File: config.mk
export PLATFORM = sky130hd
export DESIGN_NAME = canctl_top
export DESIGN_NICKNAME = d
export VERILOG_FILES = /design/src/rtl/canctl_pkg.sv /design/src/rtl/canctl_ctrl_reg.sv /design/src/rtl/canctl_irq.sv /design/src/rtl/canctl_release.sv /design/src/rtl/canctl_top.sv
export SDC_FILE = /design/constraint.sdc
export NUM_CORES = 1
export LEC_CHECK = 0
export BUFFER_PORTS_ARGS = -buffer_cell sky130_fd_sc_hd__buf_2
export CAP_MARGIN = 15
export CORE_MARGIN = 1.5
export CORE_UTILIZATION = 40
export CTS_CLUSTER_DIAMETER = 50
export CTS_CLUSTER_SIZE = 10
export DETAILED_ROUTE_END_ITERATION = 8
export PLACE_DENSITY = 0.64
export SYNTH_ARGS = -nofsm -noshare
export SYNTH_HDL_FRONTEND = slang
export SYNTH_HIERARCHICAL = 1
export SYNTH_SLANG_ARGS = --single-unit
File: constraint.sdc
create_clock -name clk -period 2.7 [get_ports clk]
set_input_delay 0.405 -clock clk [delete_from_list [all_inputs] [get_ports clk]]
set_output_delay 0.405 -clock clk [all_outputs]
set_load 0.005 [all_outputs]
File: src/rtl/canctl_pkg.sv
package canctl_pkg;
  localparam int BIT_RQ   = 0;
  localparam int BIT_EN_LO = 1;
  localparam int BIT_EN_HI = 4;
  localparam int BIT_MODE = 6;
  localparam int NUM_SRC  = 4;

  typedef enum logic { SRC_HOST = 1'b0, SRC_SELF = 1'b1 } rq_src_e;

  function automatic logic [7:0] pack_ctrl(input logic rq, input logic [NUM_SRC-1:0] en,
                                           input logic mode);
    logic [7:0] b;
    b = 8'h00;
    b[BIT_RQ] = rq;
    b[BIT_EN_HI:BIT_EN_LO] = en;
    b[BIT_MODE] = mode;
    return b;
  endfunction

  function automatic logic next_pending(input logic cur, input logic clr,
                                        input logic ev, input logic en);
    return (cur & ~clr) | (ev & en);
  endfunction
endpackage

File: src/rtl/canctl_ctrl_reg.sv
module canctl_ctrl_reg
  import canctl_pkg::*;
(
  input  logic               clk,
  input  logic               rst_n,
  input  logic               wr_ctrl,
  input  logic [7:0]         wdata,
  input  logic               self_req,
  output logic               rq_q,
  output rq_src_e            src_q,
  output logic [NUM_SRC-1:0] en_q,
  output logic               mode_q,
  output logic               rq_write
);
  assign rq_write = wr_ctrl & (wdata[BIT_RQ] != rq_q);

  always_ff @(posedge clk or negedge rst_n) begin
    if (!rst_n) begin
      rq_q   <= 1'b1;
      src_q  <= SRC_HOST;
      en_q   <= '0;
      mode_q <= 1'b0;
    end else begin
      if (rq_write) begin
        rq_q <= wdata[BIT_RQ];
        if (wdata[BIT_RQ]) src_q <= SRC_HOST;
      end else if (wr_ctrl) begin
        en_q   <= wdata[BIT_EN_HI:BIT_EN_LO];
        mode_q <= wdata[BIT_MODE];
      end
      if (self_req) begin
        rq_q  <= 1'b1;
        src_q <= SRC_SELF;
      end
    end
  end
endmodule

File: src/rtl/canctl_irq.sv
module canctl_irq
  import canctl_pkg::*;
(
  input  logic               clk,
  input  logic               rst_n,
  input  logic [NUM_SRC-1:0] ev,
  input  logic [NUM_SRC-1:0] en,
  input  logic               rd_clr,
  output logic [NUM_SRC-1:0] pend_q,
  output logic               irq
);
  for (genvar i = 0; i < NUM_SRC; i++) begin : g_flag
    always_ff @(posedge clk or negedge rst_n) begin
      if (!rst_n) pend_q[i] <= 1'b0;
      else        pend_q[i] <= next_pending(pend_q[i], rd_clr, ev[i], en[i]);
    end
  end

  assign irq = |pend_q;
endmodule

File: src/rtl/canctl_release.sv
module canctl_release
  import canctl_pkg::*;
#(
  parameter int RUN_BITS  = 11,
  parameter int SELF_RUNS = 128
) (
  input  logic    clk,
  input  logic    rst_n,
  input  logic    rq,
  input  rq_src_e src,
  input  logic    strobe,
  input  logic    bus_rx,
  output logic    hold_q,
  output logic    run_hit,
  output logic    release_now
);
  localparam int CW = $clog2(RUN_BITS + 1);
  localparam int RW = $clog2(SELF_RUNS + 1);

  logic [CW-1:0] cnt_q;
  logic [RW-1:0] runs_q;
  logic          last_run;

  assign run_hit     = hold_q & ~rq & strobe & bus_rx & (cnt_q == CW'(RUN_BITS - 1));
  assign last_run    = (src == SRC_HOST) | (runs_q == RW'(SELF_RUNS - 1));
  assign release_now = run_hit & last_run;

  always_ff @(posedge clk or negedge rst_n) begin
    if (!rst_n) begin
      hold_q <= 1'b1;
      cnt_q  <= '0;
      runs_q <= '0;
    end else if (rq) begin
      hold_q <= 1'b1;
      cnt_q  <= '0;
      runs_q <= '0;
    end else if (hold_q && strobe) begin
      if (!bus_rx) begin
        cnt_q <= '0;
      end else if (run_hit) begin
        cnt_q  <= '0;
        runs_q <= runs_q + 1'b1;
        if (last_run) hold_q <= 1'b0;
      end else begin
        cnt_q <= cnt_q + 1'b1;
      end
    end
  end
endmodule

File: src/rtl/canctl_top.sv
module canctl_top
  import canctl_pkg::*;
#(
  parameter int RUN_BITS  = 11,
  parameter int SELF_RUNS = 128
) (
  input  logic       clk,
  input  logic       rst_n,
  input  logic       cpu_wr,
  input  logic       cpu_rd,
  input  logic       cpu_addr,
  input  logic [7:0] cpu_wdata,
  output logic [7:0] cpu_rdata,
  input  logic       ev_overrun,
  input  logic       ev_err_change,
  input  logic       ev_tx_done,
  input  logic       ev_tx_released,
  input  logic       ev_rx_ok,
  input  logic       self_reset_req,
  input  logic       sample_strobe,
  input  logic       bus_rx,
  output logic       engine_reset,
  output logic       resync_mode,
  output logic       irq,
  output logic [3:0] irq_pending
);
  logic               rq_q;
  rq_src_e            src_q;
  logic [NUM_SRC-1:0] en_q;
  logic               mode_q;
  logic               rq_write;
  logic               hold_q;
  logic               run_hit;
  logic               release_now;
  logic [NUM_SRC-1:0] ev_vec;
  logic               rd_clr;

  assign ev_vec = {ev_overrun, ev_err_change, ev_tx_done | ev_tx_released, ev_rx_ok};
  assign rd_clr = cpu_rd & cpu_addr;

  canctl_ctrl_reg u_ctrl (
    .clk(clk), .rst_n(rst_n), .wr_ctrl(cpu_wr & ~cpu_addr), .wdata(cpu_wdata),
    .self_req(self_reset_req), .rq_q(rq_q), .src_q(src_q), .en_q(en_q),
    .mode_q(mode_q), .rq_write(rq_write)
  );

  canctl_irq u_irq (
    .clk(clk), .rst_n(rst_n), .ev(ev_vec), .en(en_q), .rd_clr(rd_clr),
    .pend_q(irq_pending), .irq(irq)
  );

  canctl_release #(.RUN_BITS(RUN_BITS), .SELF_RUNS(SELF_RUNS)) u_rel (
    .clk(clk), .rst_n(rst_n), .rq(rq_q), .src(src_q), .strobe(sample_strobe),
    .bus_rx(bus_rx), .hold_q(hold_q), .run_hit(run_hit), .release_now(release_now)
  );

  assign engine_reset = rq_q | hold_q;
  assign resync_mode  = mode_q;
  assign cpu_rdata    = cpu_addr ? {4'b0000, irq_pending} : pack_ctrl(rq_q, en_q, mode_q);
endmodule

# After elaboration in Yosys (flattened, before gate mapping)

Index checks and enable logic that the tools add are counted.

Bitwise logic cells: 27
Muxes and demuxes: 19
Equality and inequality tests: 3
$add $sub $neg: 2
Reduce and logical (&&, ||, !) cells: 12

Operators with widths:

| cell                  | count |
|---|---|
| $mux W8               | 4 |
| $mux W4               | 4 |
| $and A1 B1 Y1         | 15 |
| $reduce_bool A2 Y1    | 6 |
| $mux W1               | 10 |
| $add A8 B1 Y8 const B | 1 |
| $eq A8 B7 Y1 const B  | 1 |
| $mux W7               | 1 |
| $or A1 B1 Y1          | 7 |
| $not A1 Y1            | 5 |
| $add A4 B1 Y4 const B | 1 |
| $eq A4 B4 Y1 const B  | 1 |
| $reduce_and A2 Y1     | 2 |
| $reduce_and A4 Y1     | 1 |
| $reduce_or A4 Y1      | 1 |
| $reduce_and A3 Y1     | 1 |
| $logic_and A1 B1 Y1   | 1 |
| $ne A1 B1 Y1          | 1 |

Logic and storage cells: 74
Flip-flop bits (word level): 24

# Depth between registers and ports, before layout

Gate-level depths: netlist of run 1.

Depth in word-level cells: 9
Depth in mapped cells: 7
Depth with buffers taken out: 6

# Cells and area by module

The synthesis of run 1 kept the hierarchy.

By module, submodules not included:

| module          | sequential area each (um^2) | cells each | instances | area each (um^2) |
|---|---|---|---|---|
| canctl_release  | 326.6                       | 73         | 1         | 703.2 |
| canctl_ctrl_reg | 176.4                       | 22         | 1         | 315.3 |
| canctl_irq      | 100.1                       | 17         | 1         | 156.4 |
| canctl_top      | 0.0                         | 14         | 1         | 136.4 |

# Worst setup path after synthesis of run 1

OpenSTA, ideal clock, no wires.

Path type: reg2reg
Start: reg u_rel.cnt_q[0]
End: reg u_rel.cnt_q[1]
Stages on the path, launching flop included: 8
Path slack: 1,161 ps
Required time: 2,564 ps
Period minus slack after synthesis: 1,539 ps
Library setup time: 136 ps
Arrival: 1,403 ps
Cell sequence: dfrtp_1 -> inv_1 -> ha_1 -> nand4b_4 -> or2_2 -> buf_2 -> nand3b_1 -> o31ai_1

Longest elaborated chain between the ends: 6
Elaborated cells on any way between the ends: 7
Those cells by class: 1 x add/sub; 1 x eq/ne; 4 x mux; 1 x bitwise

RTL lines:

| item                                                                  | line                 | text |
|---|---|---|
| from (decl)                                                           | canctl_release.sv:20 | `logic [CW-1:0] cnt_q;` |
| from (signal assigned)                                                | canctl_release.sv:45 | `cnt_q <= cnt_q + 1'b1;` |
| parallel branches: the longest is 2 deep, another holds $add A4 B1 Y4 | --                   |  |
| $mux W4 *                                                             | canctl_release.sv:40 | `end else if (run_hit) begin` |
| $mux W4 *                                                             | canctl_release.sv:38 | `if (!bus_rx) begin` |
| $mux W4 *                                                             | canctl_release.sv:37 | `end else if (hold_q && strobe) begin` |
| $mux W4 *                                                             | canctl_release.sv:33 | `end else if (rq) begin` |

Every way passes the cells marked *. The select of a mux whose other input is x is not followed.
A chain may end at the register's enable or synchronous reset.

# Final worst setup path of run 1

Start: reg u_ctrl.rq_q
End: out cpu_rdata[0]

Longest elaborated chain between the ends: 1

RTL lines:

| item                   | line                  | text |
|---|---|---|
| from (decl)            | canctl_ctrl_reg.sv:9  | `output logic rq_q,` |
| from (signal assigned) | canctl_ctrl_reg.sv:25 | `rq_q <= wdata[BIT_RQ];` |
| $mux W7                | canctl_top.sv:59      | `assign cpu_rdata = cpu_addr ? {4'b0000, irq_pending} : pack_ctrl(rq_q, en_q, mode_q);` |
| to (decl)              | canctl_top.sv:13      | `output logic [7:0] cpu_rdata,` |

Every way passes these cells.

==> out/results.ini, run 1 <==
[placement]
dp_hpwl_um = 1730
gp_congestion = 0.721
dp_cells = 194
place_ws_ps = 1010
place_area_um2 = 1470
portBuffers = 31

[synthesis]
syn_avg_cell_area_um2 = 10.5
yosys_warnings = 6
syn-instance-count = 124
netlist_area_um2 = 1300

[clock_tree]
cts.repair.resized = 0
clk_pin_slew_ps = 120
root_buffer = clkbuf_4
cts_buffers = 3
postCtsSetupBuffers = 0
htreeDepth = 1
clkSinkCount = 24
clockBufferDepth = 2
insertion_delay_ps = 310
tritoncts = built
hold_buffers = 0

[floorplanning]
initial_core_util = 0.422
core_area_um2 = 3080
die-area_um2 = 3600
num_rows = 20
dieHeight_um = 60.0
fp.dieW_um = 60.0
pin_count = 36

[detailed_routing]
wire_per_inst_um = 11.8
dr.pass1.iters = 4
drtIter0Drc = 28
vias = 941
drc = 0
drt-total-wl_um = 2320
antenna_left = 0
via_per_inst = 4.78

[power_and_ir_drop]
p_int_mw = 0.547
total_power_mw = 0.746
pwr-share-comb = 0.218
p_leak_nw = 0.701
p_per_area_nw_per_um2 = 500
swShare = 0.266
clock_power_share = 0.205
ir_drop_uv = 359
p_sw_mw = 0.198
power_frac_seq = 0.576

[layout]
antenna_cells = 0
final_cells = 197
fill_cells = 305
final_cell_mix = buf_2, dfrtp_1, nand2_1, mux2_4, nor2_1
final_net_count = 179
drive_gt1_frac = 0.373
final_common_cell = buf_2
area_growth_pct = 14.6
final_util = 0.484
final_area_um2 = 1490

[grt]
grt_usage = 0.150
grt_pass1_wl_um = 4000
grt_max_degree = 25
antenna_found_initial = 0
overflow = 0
grt_pass1_vias = 935

[setup_path]
critPathRequiredTime_ps = 2300
critPathMaxFanout = 17
timing_worst_setup_path_type = reg -> out
worst_setup_path_start_kind = flop
endpoint_kind = output port
worstPathArrival_ps = 1350

[timing]
setup_ws_ps = 945
max_freq_mhz = 570
fin_skew_ps = 2.03
period_share = 0.650
rsz0062_at_grt = no
hold_viol_final = 0
relSlewSlack = 0.634
fin_tns_setup_ps = 0
whs_ps = 46.8
fin_crit_ps = 1760
tightest_slew_ps = 549
setup_viol = 0
report.final.slew_viol_count = 0

[run]
maxCapViolCount = 0

[worst_hold_path]
hold_class = in -> async

[run_status]
outcome = completed

==> final timing paths <==
kind                           startpoint              end  slack (ps)  depth (start not counted)
max reg2reg                u_rel/cnt_q[0]   u_rel/cnt_q[3]        1030                          6
min in group clk           self_reset_req     u_ctrl/src_q         280                          2
max in group asynchronous           rst_n      u_ctrl/rq_q        2280                          1
max                           u_ctrl/rq_q     cpu_rdata[0]         940                          2
min                                 rst_n   u_rel/cnt_q[0]          50                          1
min reg2reg                u_ctrl/en_q[3]  u_irq/pend_q[3]         530                          2
==> power by group through the flow <==
stage	registers, mW	clock network [mW]	logic [mW]
after floorplan	0.429	0	0.102
after global placement	0.435	0	0.163
after detailed placement	0.436	0	0.166
after CTS	0.430	0.168	0.166
after global routing	0.437	0.178	0.181
final	0.430	0.153	0.163
==> area by class of cell <==
cell class	count	area, µm²	area share
tap	44	55.1	0.0369
sequential	24	603	0.405
inverter	8	30.0	0.0202
multi-input combinational	87	624	0.419
clock buffer	3	22.5	0.0151
timing repair buffer	31	155	0.104
==> layer usage <==
| layer | up-vias | track usage | wire [µm] |
|---|---|---|---|
| li1 | 471 | - | - |
| met1 | 439 | 0.191 | 1060 |
| met2 | 29 | 0.253 | 1120 |
| met3 | 2 | 0.0433 | 124 |
| met4 | 0 | 0.0286 | 17 |
| met5 | - | 0 | 0 |
==> sequential cells by signal (all words and copies together), names as in the netlist <==
register       cells
u_ctrl/rq_q        1
u_irq/pend_q       4
u_rel/hold_q       1
u_ctrl/en_q        4
u_ctrl/mode_q      1
u_rel/runs_q       8
u_rel/cnt_q        4
u_ctrl/src_q       1
==> critical path, stage by stage (launching register included) <==
cell	delay (ps)
dfstp_2	730
mux2_4	210
buf_2	100
Note: power is estimated with default switching activity, not from simulation.
==> run 2, diff against run 1 <==
ABC_AREA = 1   (was default)
PLACE_DENSITY = 0.65   (was 0.64)
clock period = 1.4 ns   (was 2.7 ns; I/O delays follow)
==> out/results.ini, run 2 <==
[detailed_routing]
met2_length_um = 1270
wire_per_inst_um = 9.78
wl_met1_um = 1370
vias = 1269
antenna_left = 0
dr.max_layer_used = met4
drtIter0Drc = 55
dr.pass1.iters = 4
met3_length_um = 68
drc = 0
via_per_inst = 4.55
drt-total-wl_um = 2730

[floorplanning]
die-area_um2 = 3880
initial_core_util = 0.419
dieHeight_um = 62.3
core_area_um2 = 3360
pin_count = 36
fp.dieW_um = 62.3
num_rows = 21

[setup_path]
critPathTopFamily = flip-flops
critPathSlowestCell = dfstp_2
critPathRequiredTime_ps = 1190
crit_buf_inv = 2
path_cells = buf_6, or2_1, buf_2
worstPathArrival_ps = 1180
max_stage_delay_ps = 560
timing_worst_setup_path_type = reg -> out
critPathMaxFanout = 4
endpoint_kind = output port
worst_setup_path_start_kind = flop

[layout]
final_common_cell = nand2_1
antenna_cells = 0
final_cell_mix = nand2_1, buf_2, dfrtp_1
regMostFlops = u_rel/runs_q
largest_reg_flops = 8
final_net_count = 258
area_growth_pct = 22.7
drive_gt1_frac = 0.288
final_util = 0.513
final_area_um2 = 1730

[timing]
fin_crit_ps = 1390
tightest_slew_ps = 540
setup_ws_ps = 13.6
hold_viol_final = 0
rsz0062_at_grt = yes
fin_skew_ps = 5.14
period_share = 0.990
relSlewSlack = 0.640
max_freq_mhz = 721
setup_viol = 0
report.final.slew_viol_count = 0

[placement]
place_area_um2 = 1640
portBuffers = 31
gp_congestion = 0.784
place_ws_ps = 138
dp_hpwl_um = 2060

[power_and_ir_drop]
total_power_mw = 1.56
p_per_area_nw_per_um2 = 901
p_leak_nw = 0.940
ir_drop_uv = 495

[clock_tree]
insertion_delay_ps = 310
clkSinkCount = 24
tritoncts = built
cts_buffers = 3
root_buffer = clkbuf_4
clk_pin_slew_ps = 130
clockBufferDepth = 2
htreeDepth = 1

[synthesis]
yosys_warnings = 6
syn-instance-count = 190
netlist_area_um2 = 1410
syn_avg_cell_area_um2 = 7.41

[grt]
antenna_found_initial = 0
grt_max_degree = 25
grt_pass1_vias = 1161
overflow = 0
grt_usage = 0.158
grt_pass1_wl_um = 4990

[worst_hold_path]
hold_class = in -> reg

[run_status]
outcome = completed

[run]
maxCapViolCount = 0

## run 2: area by class of cell
class | instances | area (µm²)
Sequential cell | 24 | 603
Tap cell | 46 | 57.6
Timing Repair Buffer | 43 | 259
Inverter | 22 | 90.1
Clock buffer | 4 | 36.3
Fill cell | 379 | 1640
Multi-Input combinational cell | 140 | 681
## run 2: worst paths after layout
| kind | startpoint | end | slack (ps) | cells after the start |
|---|---|---|---|---|
| max | u_ctrl/rq_q | engine_reset | 10 | 3 |
| min | ev_overrun | u_irq/pend_q[3] | 90 | 3 |
| max reg2reg | u_ctrl/rq_q | u_rel/runs_q[2] | 80 | 9 |
| min reg2reg | u_ctrl/en_q[3] | u_irq/pend_q[3] | 510 | 2 |
| max in group asynchronous | rst_n | u_rel/hold_q | 630 | 2 |
| min in group asynchronous | rst_n | u_irq/pend_q[0] | 400 | 2 |
## run 2: tightest hold or removal path, cell delays in order
cell	delay [ps]
buf_2	70
nand2_1	40
nand2_1	50
## run 2: through the flow
stage | TNS (ps) | hold slack, ps | cells
3_5_place_dp | 0 | 230 | 271
5_1_grt | -131 | 84.9 | 279
4_1_cts | -15.2 | 72.9 | 279
3_3_place_gp | 0 | 230 | 271
6_report | 0 | 88.7 | 279
2_1_floorplan | 0 | -85.6 | 191
## run 2: power breakdown
| part | switching (mW) | internal (mW) |
|---|---|---|
| registers | 0.0574 | 0.766 |
| clock network | 0.200 | 0.159 |
| logic | 0.193 | 0.181 |
## run 2: timing repair
action | CTS | global route
setup endpoints to repair | 2 | 5
buffers inserted | 3 | 0
resized for setup | 1 | 5
hold endpoints to repair | 22 | 0
pin swaps | 1 | 0
hold buffers | 1 | 0
## run 2: per-layer routing
metal | up-vias | global-route usage
met5 | - | 0
met4 | 0 | 0.0639
met3 | 2 | 0.0181
met2 | 16 | 0.253
met1 | 581 | 0.219
li1 | 670 | -
==> run 3, diff against run 2 <==
PLACE_DENSITY = 0.66   (was 0.65)
SYNTH_HIERARCHICAL = default   (was 1)
==> out/results.ini, run 3 <==
[timing]
hold_viol_final = 0
period_share = 0.996
fin_tns_setup_ps = 0
whs_ps = 90.6
setup_viol = 0
report.final.slew_viol_count = 0
rsz0062_at_grt = yes
max_freq_mhz = 717
tightest_slew_ps = 537
fin_crit_ps = 1390
setup_ws_ps = 5.82
fin_skew_ps = 2.19
relSlewSlack = 0.642

[clock_tree]
insertion_delay_ps = 310
clk_pin_slew_ps = 120
cts_buffers = 3
clockBufferDepth = 2
htreeDepth = 1
root_buffer = clkbuf_4
clkSinkCount = 24
tritoncts = built

[detailed_routing]
antenna_left = 0
dr.pass1.iters = 4
drtIter0Drc = 45
wire_per_inst_um = 11.1
vias = 1225
drt-total-wl_um = 2800
drc = 0
via_per_inst = 4.88

[floorplanning]
pin_count = 36
dieHeight_um = 59.3
die-area_um2 = 3510
core_area_um2 = 3030
fp.dieW_um = 59.3
initial_core_util = 0.418
num_rows = 20

[layout]
regMostFlops = u_rel.runs_q
final_cells = 251
final_cell_mix = nand2_1, buf_2, inv_1, dfrtp_1, nor2_1
final_area_um2 = 1620
antenna_cells = 0
final_util = 0.535
final_common_cell = nand2_1
drive_gt1_frac = 0.271
largest_reg_flops = 8
area_growth_pct = 28.0
final_net_count = 232

[synthesis]
syn-instance-count = 167
syn_avg_cell_area_um2 = 7.58
yosys-top-cells-count = nand2_1, inv_1, dfrtp_1
ys_seq_area_frac = 0.476
yosys_warnings = 0
async_flop_share = 1.00
ys_ff_latch = 24
ys_types = 22
netlist_area_um2 = 1270
synth_top_area_frac = 0.435
synth_edf_count = 0
yosys.area.top_type = dfrtp_1
synthTopCellsByArea = dfrtp_1, nand2_1, nand3_1
yosysMostFrequentCell = nand2_1
synthFlopType = dfrtp_1

[placement]
place_ws_ps = 43.1
place_area_um2 = 1480
portBuffers = 31
dp_hpwl_um = 2080
gp_congestion = 0.838
dp_cells = 242

[grt]
grt_pass1_wl_um = 4600
grt_max_degree = 25
grt_usage = 0.172
grt_pass1_vias = 1139
overflow = 0
antenna_found_initial = 0

[power_and_ir_drop]
total_power_mw = 1.49
p_leak_nw = 0.829
p_per_area_nw_per_um2 = 920
ir_drop_uv = 424

[worst_hold_path]
holdCritStartpoint = self_reset_req
holdPathStages = 3
hold_class = in -> reg
worstHoldEndpoint = u_ctrl.src_q

[setup_path]
worstPathArrival_ps = 1180
r2r_slack_ps = 60
timing_worst_setup_path_type = reg -> out
rr_endpoint = u_rel.runs_q[3]
r2r-start = u_rel.hold_q
critPathRequiredTime_ps = 1190
rr_worst_depth = 5
worst_setup_path_start_kind = flop
endpoint_kind = output port
critPathMaxFanout = 2

[run_status]
outcome = completed

[run]
maxCapViolCount = 0

[run 3: changes by cell type in the layout (fill, tap and decap cells not counted), sizes merged, moves of 4 or more]
cell,before,now
buf,42,37
inv,22,26
nand2,77,38
a21oi,3,9
o21ai,5,14
[run 3: cell families after synthesis]
kind of cell	Yosys count	synth area share
other	1	0.00296
xor gates and xnor gates	2	0.0138
DFF	24	0.476
buffers and inverters	30	0.0958
and+or+nand+nor	82	0.280
adders and majority gates	3	0.0296
AOI/OAI and AO/OA	25	0.102
[run 3: final cells by class]
class	instances	area [µm²]
clock buffers	4	36.3
fillers	287	1410
inverters	26	100
multi-input cells	115	599
flip-flops and latches	24	603
well taps	44	55.1
repair buffers	38	226
[run 3: worst max-delay path by stage]
| stage | start | end | slack (ps) | cells past startpoint |
|---|---|---|---|---|
| after detailed placement | u_rel.hold_q | u_rel.runs_q[3] | 40 | 5 |
| after global routing | u_ctrl.rq_q | engine_reset | -50 | 4 |
| after global placement | u_rel.hold_q | u_rel.runs_q[4] | 100 | 5 |
| after floorplan | u_rel.cnt_q[0] | u_rel.runs_q[6] | 140 | 7 |
| final | u_ctrl.rq_q | engine_reset | 6 | 4 |
| after CTS | u_ctrl.rq_q | engine_reset | -10 | 4 |
[run 3: routing by layer]
metal,GRT usage,part of all wire,up-vias
li1,-,-,612
met1,0.216,0.45,573
met2,0.289,0.49,36
met3,0.0240,0.046,4
met4,0.0844,0.011,0
met5,0,0,-
[run 3: what timing repair did]
action / CTS / global route
pin swaps: 1 / 2
cloned: 0 / 1
endpoints found under the setup margin: 1 / 14
setup buffers: 3 / 0
endpoints found under the hold margin: 22 / 0
hold buffers: 1 / 0
resized for setup: 6 / 8
[run 3: report_power, final]
group | internal (mW) | switching (mW)
clock | 0.159 | 0.203
sequential | 0.763 | 0.0493
combinational | 0.141 | 0.175
total | 1.06 | 0.427
[run 3: critical path, stage by stage, from the launching register on]
cell	delay [ps]
dfstp_2	580
buf_6	120
nor2_2	40
inv_1	40
buf_2	90
